==> src/rtl/seq_pkg.sv <==
package seq_pkg;

    localparam int INSN_W  = 32;
    localparam int KIND_W  = 3;
    localparam int SEL_W   = 4;
    localparam int OFF_W   = 16;
    localparam int TGT_W   = 29;
    localparam int RET_BIT = 28;
    localparam int SRC_LSB = 24;
    localparam int DST_LSB = 20;
    localparam int STK_LSB = 16;

    typedef enum logic [KIND_W-1:0] {
        IT_CALL   = 3'd0,
        IT_JUMP   = 3'd1,
        IT_JZ     = 3'd2,
        IT_ARITH  = 3'd3,
        IT_LOAD   = 3'd4,
        IT_STORE  = 3'd5,
        IT_LEA_LO = 3'd6,
        IT_LEA_HI = 3'd7
    } itype_e;

    typedef enum logic [1:0] {
        ST_BOOT = 2'd0,
        ST_RUN  = 2'd1,
        ST_XFER = 2'd2
    } seq_state_e;

    typedef struct packed {
        itype_e             kind;
        logic               is_ctrl;
        logic               is_mem;
        logic               is_lea;
        logic               ret;
        logic [SEL_W-1:0]   src;
        logic [SEL_W-1:0]   dst;
        logic [SEL_W-1:0]   stk;
        logic [OFF_W-1:0]   off;
        logic [TGT_W-1:0]   tgt;
    } dec_t;

endpackage

==> src/rtl/seq_decode.sv <==
module seq_decode
    import seq_pkg::*;
(
    input  logic [INSN_W-1:0] instr_i,
    output dec_t              dec_o
);

    itype_e kind;

    assign kind = itype_e'(instr_i[INSN_W-1 -: KIND_W]);

    always_comb begin
        dec_o.kind    = kind;
        dec_o.is_ctrl = (kind == IT_CALL) || (kind == IT_JUMP) || (kind == IT_JZ);
        dec_o.is_mem  = (kind == IT_LOAD) || (kind == IT_STORE);
        dec_o.is_lea  = (kind == IT_LEA_LO) || (kind == IT_LEA_HI);
        dec_o.ret     = instr_i[RET_BIT];
        dec_o.src     = instr_i[SRC_LSB +: SEL_W];
        dec_o.dst     = instr_i[DST_LSB +: SEL_W];
        dec_o.stk     = instr_i[STK_LSB +: SEL_W];
        dec_o.off     = instr_i[OFF_W-1:0];
        dec_o.tgt     = instr_i[TGT_W-1:0];
    end

endmodule

==> src/rtl/seq_agu.sv <==
module seq_agu #(
    parameter int DW    = 32,
    parameter int OFF_W = 16
) (
    input  logic [DW-1:0]    base_i,
    input  logic [OFF_W-1:0] off_i,
    input  logic             high_i,
    output logic [DW-1:0]    sum_o
);

    localparam int PAD_LO = DW - OFF_W;

    logic [DW-1:0] off_lo;
    logic [DW-1:0] off_hi;
    logic [DW-1:0] addend;

    assign off_lo = {{PAD_LO{1'b0}}, off_i};

    generate
        if (DW >= 2 * OFF_W) begin : g_wide
            localparam int PAD_HI = DW - 2 * OFF_W;
            if (PAD_HI > 0) begin : g_pad
                assign off_hi = {{PAD_HI{1'b0}}, off_i, {OFF_W{1'b0}}};
            end else begin : g_nopad
                assign off_hi = {off_i, {OFF_W{1'b0}}};
            end
        end else begin : g_narrow
            assign off_hi = {off_i[PAD_LO-1:0], {OFF_W{1'b0}}};
        end
    endgenerate

    assign addend = high_i ? off_hi : off_lo;
    assign sum_o  = base_i + addend;

endmodule

==> src/rtl/seq_next_pc.sv <==
module seq_next_pc #(
    parameter int AW    = 32,
    parameter int TGT_W = 29
) (
    input  logic [AW-1:0]    pc_i,
    input  logic             is_ctrl_i,
    input  logic             is_cond_i,
    input  logic             ret_i,
    input  logic             flag_i,
    input  logic [TGT_W-1:0] tgt_i,
    input  logic [AW-1:0]    rtop_i,
    output logic [AW-1:0]    pc_inc_o,
    output logic [AW-1:0]    next_o
);

    localparam int TPAD = AW - TGT_W;

    logic [AW-1:0] tgt_ext;
    logic          take;

    assign pc_inc_o = pc_i + {{(AW-1){1'b0}}, 1'b1};
    assign tgt_ext  = {{TPAD{1'b0}}, tgt_i};
    assign take     = is_ctrl_i && (!is_cond_i || !flag_i);

    always_comb begin
        if (take) begin
            next_o = tgt_ext;
        end else if (!is_ctrl_i && ret_i) begin
            next_o = rtop_i;
        end else begin
            next_o = pc_inc_o;
        end
    end

endmodule

==> src/rtl/stack_memfmt_sequencer.sv <==
module stack_memfmt_sequencer
    import seq_pkg::*;
#(
    parameter int          AW       = 32,
    parameter int          DW       = 32,
    parameter logic [31:0] RESET_PC = 32'h0
) (
    input  logic              clk,
    input  logic              rst_n,
    input  logic [INSN_W-1:0] instr_i,
    input  logic [DW-1:0]     base_i,
    input  logic [DW-1:0]     store_data_i,
    input  logic              flag_i,
    input  logic [AW-1:0]     rstk_top_i,
    input  logic [DW-1:0]     mem_rdata_i,
    output logic              fetch_en_o,
    output logic [AW-1:0]     fetch_addr_o,
    output logic              mem_req_o,
    output logic              mem_we_o,
    output logic [AW-1:0]     mem_addr_o,
    output logic [DW-1:0]     mem_wdata_o,
    output logic [SEL_W-1:0]  src_sel_o,
    output logic [SEL_W-1:0]  dst_sel_o,
    output logic [SEL_W-1:0]  stk_ctl_o,
    output logic              wb_en_o,
    output logic [SEL_W-1:0]  wb_dst_o,
    output logic [DW-1:0]     wb_data_o,
    output logic              rpush_o,
    output logic [AW-1:0]     rpush_data_o
);

    seq_state_e       state_q, state_d;
    logic [AW-1:0]    pc_q, pc_d;
    logic [AW-1:0]    ea_q, ea_d;
    logic [SEL_W-1:0] xdst_q, xdst_d;
    logic             xwr_q, xwr_d;

    dec_t             dec;
    logic [DW-1:0]    sum;
    logic [AW-1:0]    pc_inc;
    logic [AW-1:0]    pc_next;

    seq_decode i_decode (
        .instr_i (instr_i),
        .dec_o   (dec)
    );

    seq_agu #(
        .DW    (DW),
        .OFF_W (OFF_W)
    ) i_agu (
        .base_i (base_i),
        .off_i  (dec.off),
        .high_i (dec.kind == IT_LEA_HI),
        .sum_o  (sum)
    );

    seq_next_pc #(
        .AW    (AW),
        .TGT_W (TGT_W)
    ) i_next_pc (
        .pc_i      (pc_q),
        .is_ctrl_i (dec.is_ctrl),
        .is_cond_i (dec.kind == IT_JZ),
        .ret_i     (dec.ret),
        .flag_i    (flag_i),
        .tgt_i     (dec.tgt),
        .rtop_i    (rstk_top_i),
        .pc_inc_o  (pc_inc),
        .next_o    (pc_next)
    );

    // State and context registers
    always_ff @(posedge clk or negedge rst_n) begin
        if (!rst_n) begin
            state_q <= ST_BOOT;
            pc_q    <= RESET_PC[AW-1:0];
            ea_q    <= '0;
            xdst_q  <= '0;
            xwr_q   <= 1'b0;
        end else begin
            state_q <= state_d;
            pc_q    <= pc_d;
            ea_q    <= ea_d;
            xdst_q  <= xdst_d;
            xwr_q   <= xwr_d;
        end
    end

    // Transitions and context updates
    always_comb begin
        state_d = state_q;
        pc_d    = pc_q;
        ea_d    = ea_q;
        xdst_d  = xdst_q;
        xwr_d   = xwr_q;
        unique case (state_q)
            ST_BOOT: begin
                state_d = ST_RUN;
            end
            ST_RUN: begin
                pc_d = pc_next;
                if (dec.is_mem) begin
                    state_d = ST_XFER;
                    ea_d    = sum[AW-1:0];
                    xdst_d  = dec.dst;
                    xwr_d   = (dec.kind == IT_STORE);
                end
            end
            ST_XFER: begin
                state_d = ST_RUN;
            end
            default: begin
                state_d = ST_BOOT;
            end
        endcase
    end

    // Outputs
    always_comb begin
        fetch_en_o   = 1'b0;
        fetch_addr_o = pc_q;
        mem_req_o    = 1'b0;
        mem_we_o     = 1'b0;
        mem_addr_o   = ea_q;
        mem_wdata_o  = store_data_i;
        src_sel_o    = '0;
        dst_sel_o    = '0;
        stk_ctl_o    = '0;
        wb_en_o      = 1'b0;
        wb_data_o    = sum;
        rpush_o      = 1'b0;
        rpush_data_o = pc_inc;
        unique case (state_q)
            ST_BOOT: begin
                fetch_en_o   = 1'b1;
                fetch_addr_o = pc_q;
            end
            ST_RUN: begin
                fetch_en_o   = 1'b1;
                fetch_addr_o = pc_next;
                if (!dec.is_ctrl) begin
                    src_sel_o = dec.src;
                    dst_sel_o = dec.dst;
                    stk_ctl_o = dec.stk;
                end
                if (dec.is_lea) begin
                    wb_en_o   = 1'b1;
                    wb_data_o = sum;
                end
                if (dec.kind == IT_CALL) begin
                    rpush_o = 1'b1;
                end
            end
            ST_XFER: begin
                mem_req_o  = 1'b1;
                mem_we_o   = xwr_q;
                mem_addr_o = ea_q;
                dst_sel_o  = xdst_q;
                wb_en_o    = !xwr_q;
                wb_data_o  = mem_rdata_i;
            end
            default: begin
                fetch_en_o = 1'b0;
            end
        endcase
        wb_dst_o = dst_sel_o;
    end

endmodule

==> config.mk <==
export PLATFORM = sky130hd
export DESIGN_NAME = stack_memfmt_sequencer
export DESIGN_NICKNAME = d
export VERILOG_FILES = /design/src/rtl/seq_pkg.sv /design/src/rtl/seq_decode.sv /design/src/rtl/seq_agu.sv /design/src/rtl/seq_next_pc.sv /design/src/rtl/stack_memfmt_sequencer.sv
export SDC_FILE = /design/constraint.sdc
export NUM_CORES = 1
export LEC_CHECK = 0
export ABC_AREA = 0
export BUFFER_PORTS_ARGS = -buffer_cell sky130_fd_sc_hd__buf_2
export CAP_MARGIN = 20
export CELL_PAD_IN_SITES_DETAIL_PLACEMENT = 0
export CELL_PAD_IN_SITES_GLOBAL_PLACEMENT = 1
export CORE_MARGIN = 5
export CORE_UTILIZATION = 29
export DETAILED_ROUTE_END_ITERATION = 10
export PLACE_DENSITY = 0.8
export SKIP_CTS_REPAIR_TIMING = 1
export SYNTH_ARGS = -nofsm -noshare
export SYNTH_HDL_FRONTEND = slang
export SYNTH_SLANG_ARGS = --single-unit
==> constraint.sdc <==
create_clock -name clk -period 3.3 [get_ports clk]
set_input_delay 0.33 -clock clk [delete_from_list [all_inputs] [get_ports clk]]
set_output_delay 0.33 -clock clk [all_outputs]
set_load 0.005 [all_outputs]
### Yosys cells after proc, flatten, opt, wreduce, memory -nomap -nowiden

Index checks and enable logic that the tools add are counted.

* register bits after elaboration: 71
* input port bits: 163
* output and inout port bits: 181
* word-level logic and storage cells: 52

* add/subtract/negate cells: 2
* equal/unequal tests: 9
* mux-type cells: 20
* reductions and logical operators: 16

Operators with widths (count)
* $mux W32: 5
* $add A32 B1 Y32 const B: 1
* $add A32 B32 Y32: 1
* $mux W4: 5
* $eq A3 B3 Y1 const B: 4
* $pmux W4 S2: 1
* $mux W1: 6
* $logic_or A1 B1 Y1: 5
* $logic_not A1 Y1: 4
* $pmux W2 S2: 1
* $reduce_or A2 Y1: 2
* $eq A3 B1 Y1 const B: 1
* $eq A3 B2 Y1 const B: 1
* $logic_not A3 Y1: 1
* $eq A2 B1 Y1 const B: 1
* $eq A2 B2 Y1 const B: 1
* $logic_and A1 B1 Y1: 2
* $logic_not A2 Y1: 1
* $mux W2: 1
* $ne A2 B2 Y1 const B: 1
* $pmux W1 S2: 1
* $reduce_and A2 Y1: 1

### Longest topological paths before layout

* word-level depth: 8
* mapped depth: 13
* depth with buffers taken out: 11

### Cells and area by module

A second synthesis with hierarchy kept.

* cells, all modules: 800
* area, all modules: 7387.1 µm²

Modules (own cells, without submodules)
* stack_memfmt_sequencer: times used 1, cells an instance 263, area each 3686.0 µm², sequential area each 1776.7 µm²
* seq_agu: times used 1, cells an instance 271, area each 1836.8 µm², sequential area each 0.0 µm²
* seq_next_pc: times used 1, cells an instance 202, area each 1385.1 µm², sequential area each 0.0 µm²
* seq_decode: times used 1, cells an instance 64, area each 479.2 µm², sequential area each 0.0 µm²

### Least setup slack after synthesis

No wires, ideal clock.

* kind: input-to-output
* start: input instr_i[31]
* end: output wb_data_o[26]
* arrival time: 3.142 ns
* required time: 2.970 ns
* setup slack: -0.172 ns
* stages: 12
* path buffers: 1
* cell sequence: clkbuf_1 nand3_1 and2_1 ha_1 fa_1 a211oi_1 o21bai_2 a21oi_2 o311ai_0 a2111oi_0 xor2_1 o21ai_0

* cells in the longest elaborated chain, start to end: 4

RTL lines
* from (decl): RTL line stack_memfmt_sequencer.sv:10 `input logic [INSN_W-1:0] instr_i,`
* $eq A3 B3 Y1: RTL line stack_memfmt_sequencer.sv:54 `.high_i (dec.kind == IT_LEA_HI),`
* $mux W32: RTL line seq_agu.sv:32 `assign addend = high_i ? off_hi : off_lo;`
* $add A32 B32 Y32: RTL line seq_agu.sv:33 `assign sum_o = base_i + addend;`
* $mux W32
* to (decl): RTL line stack_memfmt_sequencer.sv:27 `output logic [DW-1:0] wb_data_o,`

No other way between the ends.

### Worst setup path in the final report

* start: input instr_i[29]
* end: output wb_data_o[28]

The elaborated chain is that of the path after synthesis.

==> run summary <==
Run status: finished clean
Synth async-reset ratio: 100.0%
Die X: 163.1 um
P per Cell Area: 616.2 nW/um^2
Root buffer cell: clkbuf_16
Hold WC Path Type: input pin to flop
Core area: 23260 um^2
# fillers: 2430
Worst-Skew Late Latency: 0.35 ns
Antenna violations before repair: 3
Biggest cell delay along the critical path: 0.33 ns
Final ANT Viol Nets: 0
Delay-heaviest family, CP: buffers and inverters
H-tree depth: 3
Synth unique cells: 69
Drt initial violations: 405
Layout Nets: 1454
Layout cells sized above 1: 41.94%
EDFF count, synth: 0
Net Sw Power: 2.738 mW
Worst setup EP type: output pin
Die height: 163.1 um
I/O pin count: 344
Reg clk slew, reported paths: 0.06 ns
Worst Clk Skew: 0.005756 ns
WHS Endpoint: xdst_q[3]
Slew @ Worst Pin: 0.8317 ns
Vias in the first global route: 7711
Slew Limit Fails: 0
Max Freq: 310.7 MHz
Cell Area, Synth: 6799 um^2
CTS tree: yes
Internal: 3.501 mW
LEAKAGE: 4.822 nW
Top cells by area, synth: dfrtp_1 (26%), o21ai_0 (7.3%), ha_1 (6.6%)
Gpl congestion: 0.8790
Worst Hold Launch: instr_i[23]
Pre-CTS WS: -0.4823 ns
Critical path depth: 14
Arr. time, crit path: 2.89 ns
Reg2reg setup slack: 0.90 ns
Row cnt: 56
Port buffer count: 279
Sequential power share: 26.6%
Fin worst setup slack: 0.08112 ns
CP max FO: 7
Antenna Diode Count: 0
Post-DP HPWL: 23.79 mm
WP buf/inv: 6
Maximum capacitance violations: 0
#FFs+latches synth: 71
Initial Utilization: 29.23%
Top_reg_cell synth: dfrtp_1
Comb power frac: 56.3%
Peak supply drop: 0.4242 mV
Final TNS setup: 0 ns
CP startpoint kind: input pin
Final cycle utilization of the critical path: 97.54%
Clk sinks: 71
R2r endpoint: pc_q[17]
CP max-delay cell: or2_2
Share of the synthesized area in the top cell type: 26.13%
Final WL: 29.52 mm
Gr ovfl total: 0
Pin count of the biggest net entering global routing: 72
CP cell instances: buf_6, buf_4, and3_4, buf_4, and2_1, ha_4, buf_4, nand4_1, or2_2, o221ai_4, a31oi_4, buf_4, a311oi_2, buf_2
Synth Warn #: 0
Synthesized Nets: 1115
Final setup viols: 0
Die area: 26610 um^2
Crit Path Category: input pin to output pin
Cell repeated most along the worst path: buf_4
Fin util: 43.52%
Total track usage: 21.04%
Tot Pwr: 6.239 mW
Max-Slew Margin vs Limit: 44.35%
Final min period: 3.219 ns
Max Root-Sink Buffers: 2
Total number of vias: 7849
Clock power frac: 17.1%
Hold depth: 3
CTS buffer count: 9
Avg Cell Area, Syn: 7.431 um^2
R2r startpoint: pc_q[3]
First-pass GRT wire length: 43.42 mm
Gate Count Post-Synth: 915
Vias per cell: 4.974
WP data required: 2.97 ns
Synth area leader: dfrtp_1
Final hold violation count: 0
Switch share: 43.88%
DR pass1 iterations: 5
# DRC: 0
WL per Instance: 18.71 um
Area Growth Syn to Fin: 48.91%
Seq/Total Area, Yosys: 26.13%
R2R cell count: 7
## worst reg2reg max path: cells and delay by family (launching register included)
family | cells | cell delay [ns]
compound gates | 2 | 0.61
flops | 1 | 0.44
simple gates | 4 | 1.03
xor+xnor | 1 | 0.19
## placed cells by master, fill, tap and decap left out, types with 12 or more instances in the layout
master,n
ha_4,12
a21oi_1,54
and2_1,37
nor2_1,79
buf_2,276
o21ai_0,78
nand2_1,110
dfrtp_1,71
nand3_1,32
o21ai_1,14
xnor2_1,29
nor3_1,21
buf_4,127
ha_1,21
inv_1,22
xor2_1,24
nand4_1,20
## state kept, by name, summed over array words and instances, names as in the netlist
| register | cells |
|---|---|
| mem_addr_o | 32 |
| pc_q | 32 |
| state_q | 2 |
| xdst_q | 4 |
| xwr_q | 1 |
## metrics by stage
stage	hold WS, ns	area, um^2	cells
2_1_floorplan	0.03441	6805	915
3_5_place_dp	0.4653	9110	1549
3_3_place_gp	0.4563	9110	1549
4_1_cts	0.1853	9427	1565
6_report	0.2213	10120	1578
5_1_grt	0.2228	10120	1578
## how the worst max path moves through the flow
stage / slack [ns] / start / end
floorplan: 0.04 / instr_i[31] / wb_data_o[26]
global placement: -0.42 / instr_i[30] / wb_data_o[30]
CTS: -0.50 / instr_i[29] / wb_data_o[26]
global route: -0.07 / instr_i[29] / wb_data_o[31]
finish: 0.08 / instr_i[29] / wb_data_o[28]
detailed placement: -0.48 / instr_i[29] / wb_data_o[26]
## cell usage after synthesis (3+ instances only)
cell and count:
a31oi_1 9, nand2_1 115, nor3_1 23, mux2_2 5, nor2_1 81, a21oi_1 66, clkbuf_1 49, mux2i_1 8
buf_1 3, nand4_1 20, a21o_1 11, inv_1 22, a22oi_1 8, nand3_1 35, o21ai_0 99, and2_1 43
xnor2_1 30, a311oi_1 3, or4_1 3, o21bai_1 5, a211oi_1 4, xor2_1 25, a22o_1 4, nor2b_1 9
nand2b_1 6, o31ai_1 6, a221oi_1 3, and3_1 11, o221ai_1 4, or2_2 3, buf_4 36, ha_1 36
nor4_1 7, o21a_1 4, dfrtp_1 71, o211ai_1 6
## layout make-up
cell class / count / area [um^2] / area share [%]
inverters: 22 / 82.58 / 0.8156
multi-input cells: 733 / 5024 / 49.62
flip-flops and latches: 71 / 1777 / 17.55
clock buffers: 11 / 252.7 / 2.496
repair buffers: 417 / 2526 / 24.95
well taps: 319 / 399.1 / 3.942
clock inverters: 5 / 63.81 / 0.6303
## power groups by stage
stage | registers (mW) | clock network (mW) | logic [mW]
2_1_floorplan | 1.61 | 0 | 1.81
3_3_place_gp | 1.65 | 0 | 3.38
3_5_place_dp | 1.68 | 0 | 3.38
4_1_cts | 1.66 | 1.10 | 3.41
5_1_grt | 1.73 | 1.13 | 3.93
6_report | 1.66 | 1.07 | 3.51
## metal layers
metal	routed length, um	track usage (%)
met5	29	0
met4	584	6.748
met3	2101	5.072
met2	14250	35.60
met1	12550	26.43
## cell families after synthesis
| kind of cell | after synthesis | synth area share (%) |
|---|---|---|
| XOR/XNOR | 55 | 7.085 |
| flip-flops | 71 | 26.13 |
| AO/OA/AOI/OAI | 256 | 23.02 |
| AND/OR/NAND/NOR | 371 | 26.63 |
| adder cells (fa/ha/maj) | 37 | 6.919 |
| buffers and inverters | 112 | 8.208 |
| multiplexers | 13 | 2.006 |
(Power assumes the default switching activity.)
